### config.mk
export PLATFORM = sky130hd
export DESIGN_NAME = ifetch_unit
export DESIGN_NICKNAME = d
export VERILOG_FILES = /design/src/rtl/ifu_pkg.sv /design/src/rtl/ifu_seq_ctrl.sv /design/src/rtl/ifu_target_gen.sv /design/src/rtl/ifu_branch_cmp.sv /design/src/rtl/ifetch_unit.sv
export SDC_FILE = /design/constraint.sdc
export NUM_CORES = 1
export LEC_CHECK = 0
export BUFFER_PORTS_ARGS = -buffer_cell sky130_fd_sc_hd__clkbuf_2
export CAP_MARGIN = 10
export CORE_MARGIN = 1
export CORE_UTILIZATION = 52
export DETAILED_ROUTE_END_ITERATION = 10
export PLACE_DENSITY = 0.83
export SLEW_MARGIN = 10
export SYNTH_ARGS = -nofsm -noshare
export SYNTH_HDL_FRONTEND = slang
export SYNTH_SLANG_ARGS = --single-unit
### constraint.sdc
create_clock -name clk_i -period 4.3 [get_ports clk_i]
set_input_delay 0.43 -clock clk_i [delete_from_list [all_inputs] [get_ports clk_i]]
set_output_delay 0.43 -clock clk_i [all_outputs]
set_load 0.05 [all_outputs]
### src/rtl/ifu_pkg.sv
package ifu_pkg;
  typedef enum logic {
    PH_ISSUE = 1'b0,
    PH_RESP  = 1'b1
  } phase_e;
endpackage

### src/rtl/ifu_seq_ctrl.sv
module ifu_seq_ctrl
  import ifu_pkg::*;
(
  input  logic clk_i,
  input  logic rst_ni,
  input  logic fetch_en_i,
  output logic req_o,
  output logic resp_o
);
  phase_e ph_q, ph_d;

  always_comb begin
    ph_d = ph_q;
    unique case (ph_q)
      PH_ISSUE: if (fetch_en_i) ph_d = PH_RESP;
      PH_RESP:  ph_d = PH_ISSUE;
      default:  ph_d = PH_ISSUE;
    endcase
  end

  always_ff @(posedge clk_i or negedge rst_ni) begin
    if (!rst_ni) ph_q <= PH_ISSUE;
    else         ph_q <= ph_d;
  end

  assign req_o  = (ph_q == PH_ISSUE) && fetch_en_i;
  assign resp_o = (ph_q == PH_RESP);
endmodule

### src/rtl/ifu_target_gen.sv
module ifu_target_gen #(
  parameter int XLEN  = 32,
  parameter int OFS_W = 16,
  parameter int SHIFT = 2
) (
  input  logic [XLEN-1:0] pc_i,
  input  logic [XLEN-1:0] instr_i,
  output logic [XLEN-1:0] seq_o,
  output logic [XLEN-1:0] tgt_o
);
  localparam int EXT_W = XLEN - OFS_W;
  localparam logic [XLEN-1:0] STEP = XLEN'(1) << SHIFT;

  logic [XLEN-1:0] disp_ext;

  assign disp_ext = {{EXT_W{instr_i[OFS_W-1]}}, instr_i[OFS_W-1:0]};
  assign seq_o    = pc_i + STEP;
  // target is relative to the sequential successor, not the fetch address
  assign tgt_o    = seq_o + (disp_ext << SHIFT);
endmodule

### src/rtl/ifu_branch_cmp.sv
module ifu_branch_cmp #(
  parameter int XLEN   = 32,
  parameter int LANE_W = 8
) (
  input  logic            en_i,
  input  logic [XLEN-1:0] a_i,
  input  logic [XLEN-1:0] b_i,
  output logic            taken_o
);
  localparam int LANES = (XLEN + LANE_W - 1) / LANE_W;
  localparam int PAD_W = LANES * LANE_W;

  logic [PAD_W-1:0] a_pad, b_pad;
  logic [LANES-1:0] lane_eq;

  assign a_pad = PAD_W'(a_i);
  assign b_pad = PAD_W'(b_i);

  for (genvar g = 0; g < LANES; g++) begin : g_lane
    assign lane_eq[g] = (a_pad[g*LANE_W +: LANE_W] == b_pad[g*LANE_W +: LANE_W]);
  end

  assign taken_o = en_i && (&lane_eq);
endmodule

### src/rtl/ifetch_unit.sv
module ifetch_unit #(
  parameter int              XLEN     = 32,
  parameter int              OFS_W    = 16,
  parameter int              SHIFT    = 2,
  parameter logic [XLEN-1:0] RESET_PC = '0
) (
  input  logic            clk_i,
  input  logic            rst_ni,
  input  logic            fetch_en_i,
  output logic            imem_req_o,
  output logic [XLEN-1:0] imem_addr_o,
  input  logic [XLEN-1:0] imem_rdata_i,
  output logic            instr_valid_o,
  output logic [XLEN-1:0] instr_o,
  input  logic            branch_en_i,
  input  logic [XLEN-1:0] rs_a_i,
  input  logic [XLEN-1:0] rs_b_i,
  output logic            taken_o
);
  logic [XLEN-1:0] pc_q, pc_seq, pc_tgt;
  logic            resp, br_hit;

  ifu_seq_ctrl u_ctrl (
    .clk_i      (clk_i),
    .rst_ni     (rst_ni),
    .fetch_en_i (fetch_en_i),
    .req_o      (imem_req_o),
    .resp_o     (resp)
  );

  ifu_target_gen #(.XLEN(XLEN), .OFS_W(OFS_W), .SHIFT(SHIFT)) u_tgt (
    .pc_i    (pc_q),
    .instr_i (imem_rdata_i),
    .seq_o   (pc_seq),
    .tgt_o   (pc_tgt)
  );

  ifu_branch_cmp #(.XLEN(XLEN)) u_cmp (
    .en_i    (branch_en_i & resp),
    .a_i     (rs_a_i),
    .b_i     (rs_b_i),
    .taken_o (br_hit)
  );

  always_ff @(posedge clk_i or negedge rst_ni) begin
    if (!rst_ni)   pc_q <= RESET_PC;
    else if (resp) pc_q <= br_hit ? pc_tgt : pc_seq;
  end

  assign imem_addr_o   = pc_q;
  assign instr_valid_o = resp;
  assign instr_o       = resp ? imem_rdata_i : '0;
  assign taken_o       = br_hit;
endmodule

# --- Word-level counts from Yosys, hierarchy flattened ---
# Index checks and enable logic that the tools add are counted.
word_totals:
  reg_bits: 33
  input_bits: 100
  out_inout_bits: 67
op_classes:
  n_addsub: 2
  eq_ne: 4
  mux: 4
  bitwise: 2
  reduce_logical: 3
ops:
  columns: ["operator", "n"]
  rows:
  - ["$mux W32", 2]
  - ["$add A32 B3 Y32 const B", 1]
  - ["$add A32 B32 Y32", 1]
  - ["$eq A8 B8 Y1", 4]
  - ["$reduce_and A4 Y1", 1]
  - ["$logic_and A1 B1 Y1", 2]
  - ["$pmux W1 S2", 1]
  - ["$and A1 B1 Y1", 1]
  - ["$mux W1", 1]
  - ["$not A1 Y1", 1]

# --- Logic depth before layout (Yosys ltp) ---
# Gate-level depths: netlist of the first run.
depth:
  depth_word: 4
  depth_mapped: 17
  ltp_nobuf: 15

# --- Hierarchy ---
# From an unflattened synthesis of the first run, not the netlist that was laid out.
hier_totals:
  hier_cells: 527
  hier_area_um2: 4280.4
modules_own_cells:
  columns: ["module", "n_inst", "cells_per_inst", "area_per_inst_um2", "seq_area_each_um2"]
  rows:
  - ["ifu_target_gen", 1, 305, 2140.8, 0.0]
  - ["ifetch_unit", 1, 176, 1745.4, 800.8]
  - ["ifu_branch_cmp", 1, 44, 355.3, 0.0]
  - ["ifu_seq_ctrl", 1, 2, 38.8, 25.0]

# --- Least setup slack after synthesis of the first run ---
# OpenSTA, ideal clock, no wires.
synth_timing:
  kind: "register to register"
  start: "register pc_q[4], in the netlist imem_addr_o[4]"
  end: "register pc_q[19], in the netlist imem_addr_o[19]"
  setup_time_ns: 0.126
  arrival_time_ns: 3.772
  required_time_ns: 4.174
  slack_ns: 0.402
  stages_incl_launch_ff: 17
  n_path_buf: 2
  synth_period_minus_slack_ns: 3.898
  cell_sequence: "dfrtp_1 > buf_2 > nand4_1 > nor2_1 > and3_1 > and3_1 > buf_2 > xor2_1 > ha_1 > a21oi_2 > nand2_1 > a221oi_4 > a21boi_2 > a211oi_2 > o21ai_1 > xor2_1 > a221o_1"
synth_via:
  elab_chain_cells: 3
synth_rtl:
  columns: ["item", "line_no", "rtl"]
  rows:
  - ["start, declared", "ifetch_unit.sv:20", "logic [XLEN-1:0] pc_q, pc_seq, pc_tgt;"]
  - ["start signal, assigned", "ifetch_unit.sv:47", "else if (resp) pc_q <= br_hit ? pc_tgt : pc_seq;"]
  - ["$add A32 B3 Y32 *", "ifu_target_gen.sv:17", "assign seq_o = pc_i + STEP;"]
  - ["$add A32 B32 Y32", "ifu_target_gen.sv:19", "assign tgt_o = seq_o + (disp_ext << SHIFT);"]
  - ["$mux W32 *", "ifetch_unit.sv:47", null]
# Mark *: on every way between the ends. The rest lies on a longest branch, timed or not.
# A chain may end at the register's enable or synchronous reset.

# --- Final worst setup path of the first run ---
layout_timing:
  start: "register pc_q[4], in the netlist imem_addr_o[4]"
  end: "register pc_q[27], in the netlist imem_addr_o[27]"
# The elaborated chain is that of the path after synthesis.

==> metrics, run 1 <==
outcome=finished, final reports clean; Clk pwr share=16.4%; relative slew slack=40.57%; Logic pwr share=62.3%; pre-CTS setup slack=0.3519 ns; Main synth FF type=dfrtp_1; met2 Use GR=52.44%; Top Usage Layer GRT=met2; Mapped Area=0.004691 mm2; layout cells sized above 1=28.44%; chip height=96.98 um; final number of hold-violating endpoints=0; Congestion Overflow GR=0; average cell area after synthesis=7.792 um2; fin nets=886; Final GP Congestion=0.9549; Synth area leader=dfrtp_1; vias in the first global route=4866; Max clock buf depth=2; GR Layer Usage met3=3.902%; Max Cap Viol=0; IO Count=167; Pleak=2.813 nW; Critical Path RT=4.52 ns; starting DRC count in detailed routing=374; Final Critical Period=4.002 ns; crit-path max FO=8; initial antenna violation count=0; layout overhead on the synthesized area=20.89%; DR WL/cell=16.80 um; CTS tree=yes; share of the synthesized area in the top cell type=16.54%; Total Wirelength=14.40 mm; DRT Pass-1 Iters=5; Ys Warns=0; fraction of the mapped netlist area in simple logic gates=30.70%; Root Driver=clkbuf_8; Die ar.=0.009404 mm2; WHS=0.2442 ns; Seq/Total Area, Yosys=16.54%; asr flop ratio synth=100.0%; Post-Synth Adder-Cell Area=10.30%; final worst slack=0.2977 ns; setup violators final=0; Clock Sinks=31; clock skew=0.003028 ns; hold buffer count at cts=0; startpoint types=register; number of distinct library cells after synthesis=80; first-pass GRT wire length=23.71 mm; register share of total power=21.3%; EDFF count, synth=0; post-DP HPWL=11.30 mm; H-Tree Depth=2; Max VDD drop=0.0001883 V; period utilization=93.08%; Resize count post-CTS=0; vias=5093; CP Capture Type=register; GR Layer Usage met1=40.04%; post-synthesis xor/xnor area fraction=14.19%; I/O Buffers=164; Crit path arrival time=4.23 ns; Synth Area in Compound Gates=22.78%; HP Class=input port to async pin; post-synthesis mux area share=1.280%; largest net degree at the start of global routing=71; most frequent cells after synthesis=61 x nand2_1, 49 x xor2_1, 42 x a21oi_1; final slew viol count=0; clock latency on the worst-skew pair=0.29 ns; ranking of synthesized cells by area=dfrtp_1 17%, ha_1 9.9%, xor2_1 9.1%; PwrDens=343.7 mW/mm2; ANT nets after route=0; Core Util, Final=65.02%; vias per std cell=5.943; Post-CTS Setup Repair Bufs=0; Mapped Cells=602; Sw Ratio=51.29%; Fmax=0.2499 GHz; # diodes=0; Seq cells post-synth=31; die width=96.98 um; most frequent cell after synthesis=nand2_1; Core Region=0.008721 mm2; DR DRC count=0; Sw Pwr=0.9998 mW; Reg clk slew, reported paths=0.08 ns; Initial Util=53.79%; Internal=0.9494 mW; total CTS buffers=5; Cell Rows=34; Worst-Margin Slew=0.8915 ns; largest family of logic cells by synthesized area=simple AND/OR/NAND/NOR gates; gr usage total=30.51%; Crit Path Class=register to register
==> kinds of logic after synthesis <==
family	count (synthesis)
and+or+nand+nor	257
muxes	6
AOI/OAI and AO/OA	151
other	1
xor gates and xnor gates	76
adders and majority gates	38
buffers and inverters	42
DFF	31
==> cell usage in the layout (no fill, tap or decap), types with 5 or more instances in the layout <==
cell | Yosys | final
and3_1 | 11 | 11
nand3_1 | 36 | 36
a21o_1 | 17 | 17
clkbuf_2 | 0 | 164
mux2i_1 | 6 | 6
a31oi_1 | 12 | 12
and2_1 | 35 | 35
clkbuf_8 | 0 | 6
or3_1 | 6 | 6
o21ai_0 | 6 | 6
ha_1 | 37 | 37
xor2_1 | 49 | 49
inv_1 | 12 | 12
o21bai_1 | 5 | 5
o21ai_1 | 19 | 18
nor2_1 | 38 | 37
dfrtp_1 | 31 | 30
nand2_1 | 61 | 61
nand4_1 | 9 | 9
o21a_1 | 6 | 6
xnor2_1 | 27 | 26
nor2b_1 | 6 | 6
nor4_1 | 10 | 10
nor3_1 | 12 | 12
a21oi_1 | 42 | 42
==> flip-flops by register name (all words and copies together) (netlist names) <==
name / cells
imem_addr_o: 30
u_ctrl.resp_o: 1
==> power by group through the flow <==
| stage | sequential (mW) | combinational [mW] | clock [mW] |
|---|---|---|---|
| after global placement | 0.414 | 1.18 | 0 |
| after detailed placement | 0.418 | 1.19 | 0 |
| final | 0.415 | 1.21 | 0.320 |
| after global routing | 0.426 | 1.31 | 0.328 |
| after CTS | 0.413 | 1.20 | 0.316 |
| after floorplan | 0.549 | 0.780 | 0 |
==> worst max-delay path, stage by stage, from the launching register on <==
cell      delay (ns)
dfrtp_1         0.48
nand4_1         0.26
nor2_2          0.22
and3_1          0.24
and3_1          0.30
nand3_1         0.15
xnor2_1         0.17
ha_1            0.40
nand3_1         0.14
nor2_1          0.22
nand3_1         0.16
a21oi_4         0.22
o21bai_4        0.13
or4b_1          0.53
and3_1          0.20
o21ai_1         0.11
==> stage by stage <==
| stage | area (um2) | TNS, ns | power, mW | std cells |
|---|---|---|---|---|
| floorplan | 4695 | 0 | 1.328 | 603 |
| global placement | 5539 | 0 | 1.589 | 849 |
| detailed placement | 5539 | 0 | 1.612 | 849 |
| CTS | 5657 | 0 | 1.930 | 857 |
| global route | 5670 | -0.01579 | 2.059 | 857 |
| finish | 5670 | 0 | 1.949 | 857 |
==> metal layers <==
metal  vias to the layer above  wire length, um
met2                       204             7016
li1                       2469                -
met4                         0              310
met5                         -                0
met1                      2389             6163
met3                        31              907
==> final timing paths <==
kind,endpoint,slack [ns],start,depth (start not counted)
min in group clk_i,u_ctrl.resp_o,0.40,fetch_en_i,2
worst min-delay path,imem_addr_o[5],0.24,rst_ni,1
worst max-delay path,imem_addr_o[27],0.30,imem_addr_o[4],15
max in group asynchronous,u_ctrl.resp_o,3.44,rst_ni,1
worst min register to register,u_ctrl.resp_o,0.58,u_ctrl.resp_o,1
worst max register to register,imem_addr_o[27],0.30,imem_addr_o[4],15
==> area by class of cell <==
type	instances	area [um2]
fillers	773	3050
clock buffers	6	82.58
inverters	13	50.05
repair buffers	167	843.3
well taps	108	135.1
clock inverters	2	35.03
multi-input cells	530	3747
flip-flops and latches	31	777.0
(Power assumes the default switching activity.)
==> run 2, diff against run 1 <==
CORE_UTILIZATION = 51   (was 52)
SYNTH_HIERARCHICAL = 1   (was unset)
==> metrics, run 2 <==
outcome=finished, final reports clean; Critical Path RT=4.43 ns (-0.09 ns); EDFF count, synth=0 (unchanged); ranking of synthesized cells by area=dfrtp_1 19%, xor2_1 9.8%, ha_1 9.6%; crit-path max FO=7 (-1); Crit path arrival time=3.76 ns (-0.47 ns); chip height=93.61 um (-3.5%); H-Tree Depth=2 (unchanged); Cell Rows=33 (-2.9%); CP Buf/Inv Count=0 (unchanged); average cell area after synthesis=8.122 um2 (+4.2%); # diodes=0 (unchanged); Die ar.=0.008763 mm2 (-6.8%); Ys Warns=6 (+6); Final GP Congestion=0.9209 (-3.6%); vias per std cell=5.563 (-6.4%); Post-Synth Adder-Cell Area=10.11% (-0.18 points); Slowest-stage cell, CP=dfrtp_1; final number of hold-violating endpoints=0 (unchanged); number of distinct library cells after synthesis=50 (-38%); Max clock buf depth=2 (unchanged); Reg clk slew, reported paths=0.08 ns (about the same); period utilization=84.37% (-8.7 points); final worst slack=0.6720 ns (+0.3743 ns); IO Count=167 (unchanged); Core Region=0.008175 mm2 (-6.3%); Crit Path Class=register to register; clock skew=0.01005 ns (+0.007026 ns); leading cell type in the layout, fill and taps excluded=clkbuf_2; relative slew slack=38.45% (-2.1 points); Fmax=0.2756 GHz (+10%); commonest cells after routing, fill and taps aside=166 x clkbuf_2, 67 x a21oi_1, 52 x nor2_1; fin cells=783 (-8.6%); DR WL/cell=15.07 um (-10%); CP Capture Type=register; Initial Util=52.36% (-1.4 points); I/O Buffers=166 (+1.2%); Total Wirelength=11.80 mm (-18%); FF-to-FF Start=imem_addr_o[4]; post-synthesis mux area share=7.717% (+6.4 points); Pleak=2.362 nW (-16%); asr flop ratio synth=100.0% (unchanged); DRT Pass-1 Iters=4 (-1); final slew viol count=0 (unchanged); Max VDD drop=0.0002408 V (+28%); PwrDens=705.2 mW/mm2 (+110%); HP Class=input port to async pin; post-synthesis xor/xnor area fraction=17.98% (+3.8 points); setup violators final=0 (unchanged); RSZ-0062 raised after global routing=false; Placed Cells=775 (-8.7%); Synth Area in Compound Gates=15.70% (-7.1 points); CTS tree=yes; cell family with most CP delay=simple AND/OR/NAND/NOR gates; vias in the first global route=4260 (-12%); largest net degree at the start of global routing=99 (+39%); Resize count post-CTS=0 (unchanged); Synth area leader=dfrtp_1; Worst-Margin Slew=0.9232 ns (+0.03174 ns); syn nets=661; first-pass GRT wire length=19.02 mm (-20%); max incr delay on CP=0.47 ns (-0.06 ns); Mapped Cells=527 (-12%); pre-CTS setup slack=0.7174 ns (+0.3655 ns); largest family of logic cells by synthesized area=simple AND/OR/NAND/NOR gates; layout overhead on the synthesized area=21.19%; Worst setup startpoint=imem_addr_o[4]; ANT nets after route=0 (unchanged); share of the synthesized area in the top cell type=19.29% (+2.8 points); starting DRC count in detailed routing=211 (-44%); Final Critical Period=3.628 ns (-0.3743 ns); most frequent cell after synthesis=a21oi_1; Clock Sinks=33 (+6.5%); layout cells sized above 1=28.76% (+0.32 points); vias=4356 (-14%); Max Cap Viol=0 (unchanged); post-DP HPWL=9.369 mm (-17%); Main synth FF type=dfrtp_1; Seq/Total Area, Yosys=19.29% (+2.8 points); startpoint types=register; gr usage total=27.26% (-3.2 points); Post-CTS Setup Repair Bufs=0 (unchanged); Cell Chain, Critical Path=and4_4 > and3_4 > and2_4 > and2_2 > nand2_1 > nor2_1 > xor2_1 > ha_1 > a21o_1 > a21o_1 > a21oi_1 > o21ai_0 > a31oi_2 > mux2i_1 > nand3_1 > mux2i_1 > a21oi_1; hold buffer count at cts=0 (unchanged); setup TNS=0 ns (unchanged); Mapped Area=0.004280 mm2 (-8.7%); fin nets=811 (-8.5%); most frequent cells after synthesis=67 x a21oi_1, 52 x nor2_1, 48 x xor2_1; fraction of the mapped netlist area in simple logic gates=23.79% (-6.9 points); Root Driver=clkbuf_8; die width=93.61 um (-3.5%); DR DRC count=0 (unchanged); total CTS buffers=5 (unchanged); initial antenna violation count=0 (unchanged); WHS=0.2660 ns (+0.02180 ns); clock latency on the worst-skew pair=0.29 ns (about the same); Seq cells post-synth=33 (+6.5%); Core Util, Final=63.45% (-1.6 points); max reg flops=32 (+6.7%); Congestion Overflow GR=0 (unchanged)
==> run 2: changes by cell type in the layout (fill, tap and decap cells not counted), moves of 7 or more <==
| cell | delta |
|---|---|
| a21o_1 | -11 |
| a21oi_1 | +25 |
| a31oi_1 | -9 |
| mux2i_1 | +27 |
| nand2_1 | -29 |
| nand3_1 | -14 |
| nor2_1 | +15 |
| nor3_1 | -7 |
| o21ai_0 | +8 |
| o21ai_1 | -17 |
| xnor2_1 | +12 |
==> run 2: stage by stage <==
stage	area, um2	total power, mW
global placement	5071	3.254
floorplan	4280	2.709
detailed placement	5071	3.304
CTS	5187	3.642
finish	5187	3.658
global route	5187	3.953
==> run 2: worst register-to-register path: stages, from the launching register on <==
cell     delay, ns
dfrtp_1       0.47
and4_4        0.29
and3_4        0.20
and2_4        0.22
and2_2        0.18
nand2_1       0.08
nor2_1        0.12
xor2_1        0.22
ha_1          0.35
a21o_1        0.19
a21o_1        0.16
a21oi_1       0.13
o21ai_0       0.11
a31oi_2       0.25
mux2i_1       0.21
nand3_1       0.08
mux2i_1       0.14
a21oi_1       0.08
==> run 2: power breakdown <==
part           total, mW  internal (mW)  switching, mW  leakage (nW)
registers          0.600          0.422          0.177         0.323
logic               2.74          0.995           1.74          1.98
clock network      0.319          0.189          0.129        0.0585
==> run 2: logic make-up (layout without fill, tap and decap cells) <==
kind of cell    count (synthesis)  count (layout)
simple gates                  192             192
xor+xnor                       87              87
mux                            33              33
fa+ha+maj                      34              34
compound gates                114             114
flops                          33              33
buf+inv                        34             185
==> run 2: final timing paths <==
kind	slack [ns]	depth (start not counted)	to
min in group clk_i	0.38	2	u_ctrl/resp_o
worst max-delay path	0.67	17	imem_addr_o[28]
worst min-delay path	0.27	1	imem_addr_o[22]
worst min register to register	0.58	2	imem_addr_o[1]
worst max register to register	0.67	17	imem_addr_o[28]
max in group asynchronous	3.40	1	u_ctrl/resp_o
==> run 2: cell type report <==
cell class / count / area (um2)
Fill cell: 721 / 2988
Inverter: 8 / 30.03
Timing Repair Buffer: 169 / 853.3
Sequential cell: 33 / 827.0
Clock inverter: 1 / 30.03
Multi-Input combinational cell: 460 / 3229
Clock buffer: 7 / 86.33
Tap cell: 105 / 131.4
==> run 2: metal layers <==
layer / part of all wire [%] / global-route usage [%]
met5: 0 / 0
met4: 2.4 / 10.38
met3: 5.4 / 2.764
met2: 53 / 52.08
met1: 39 / 30.78
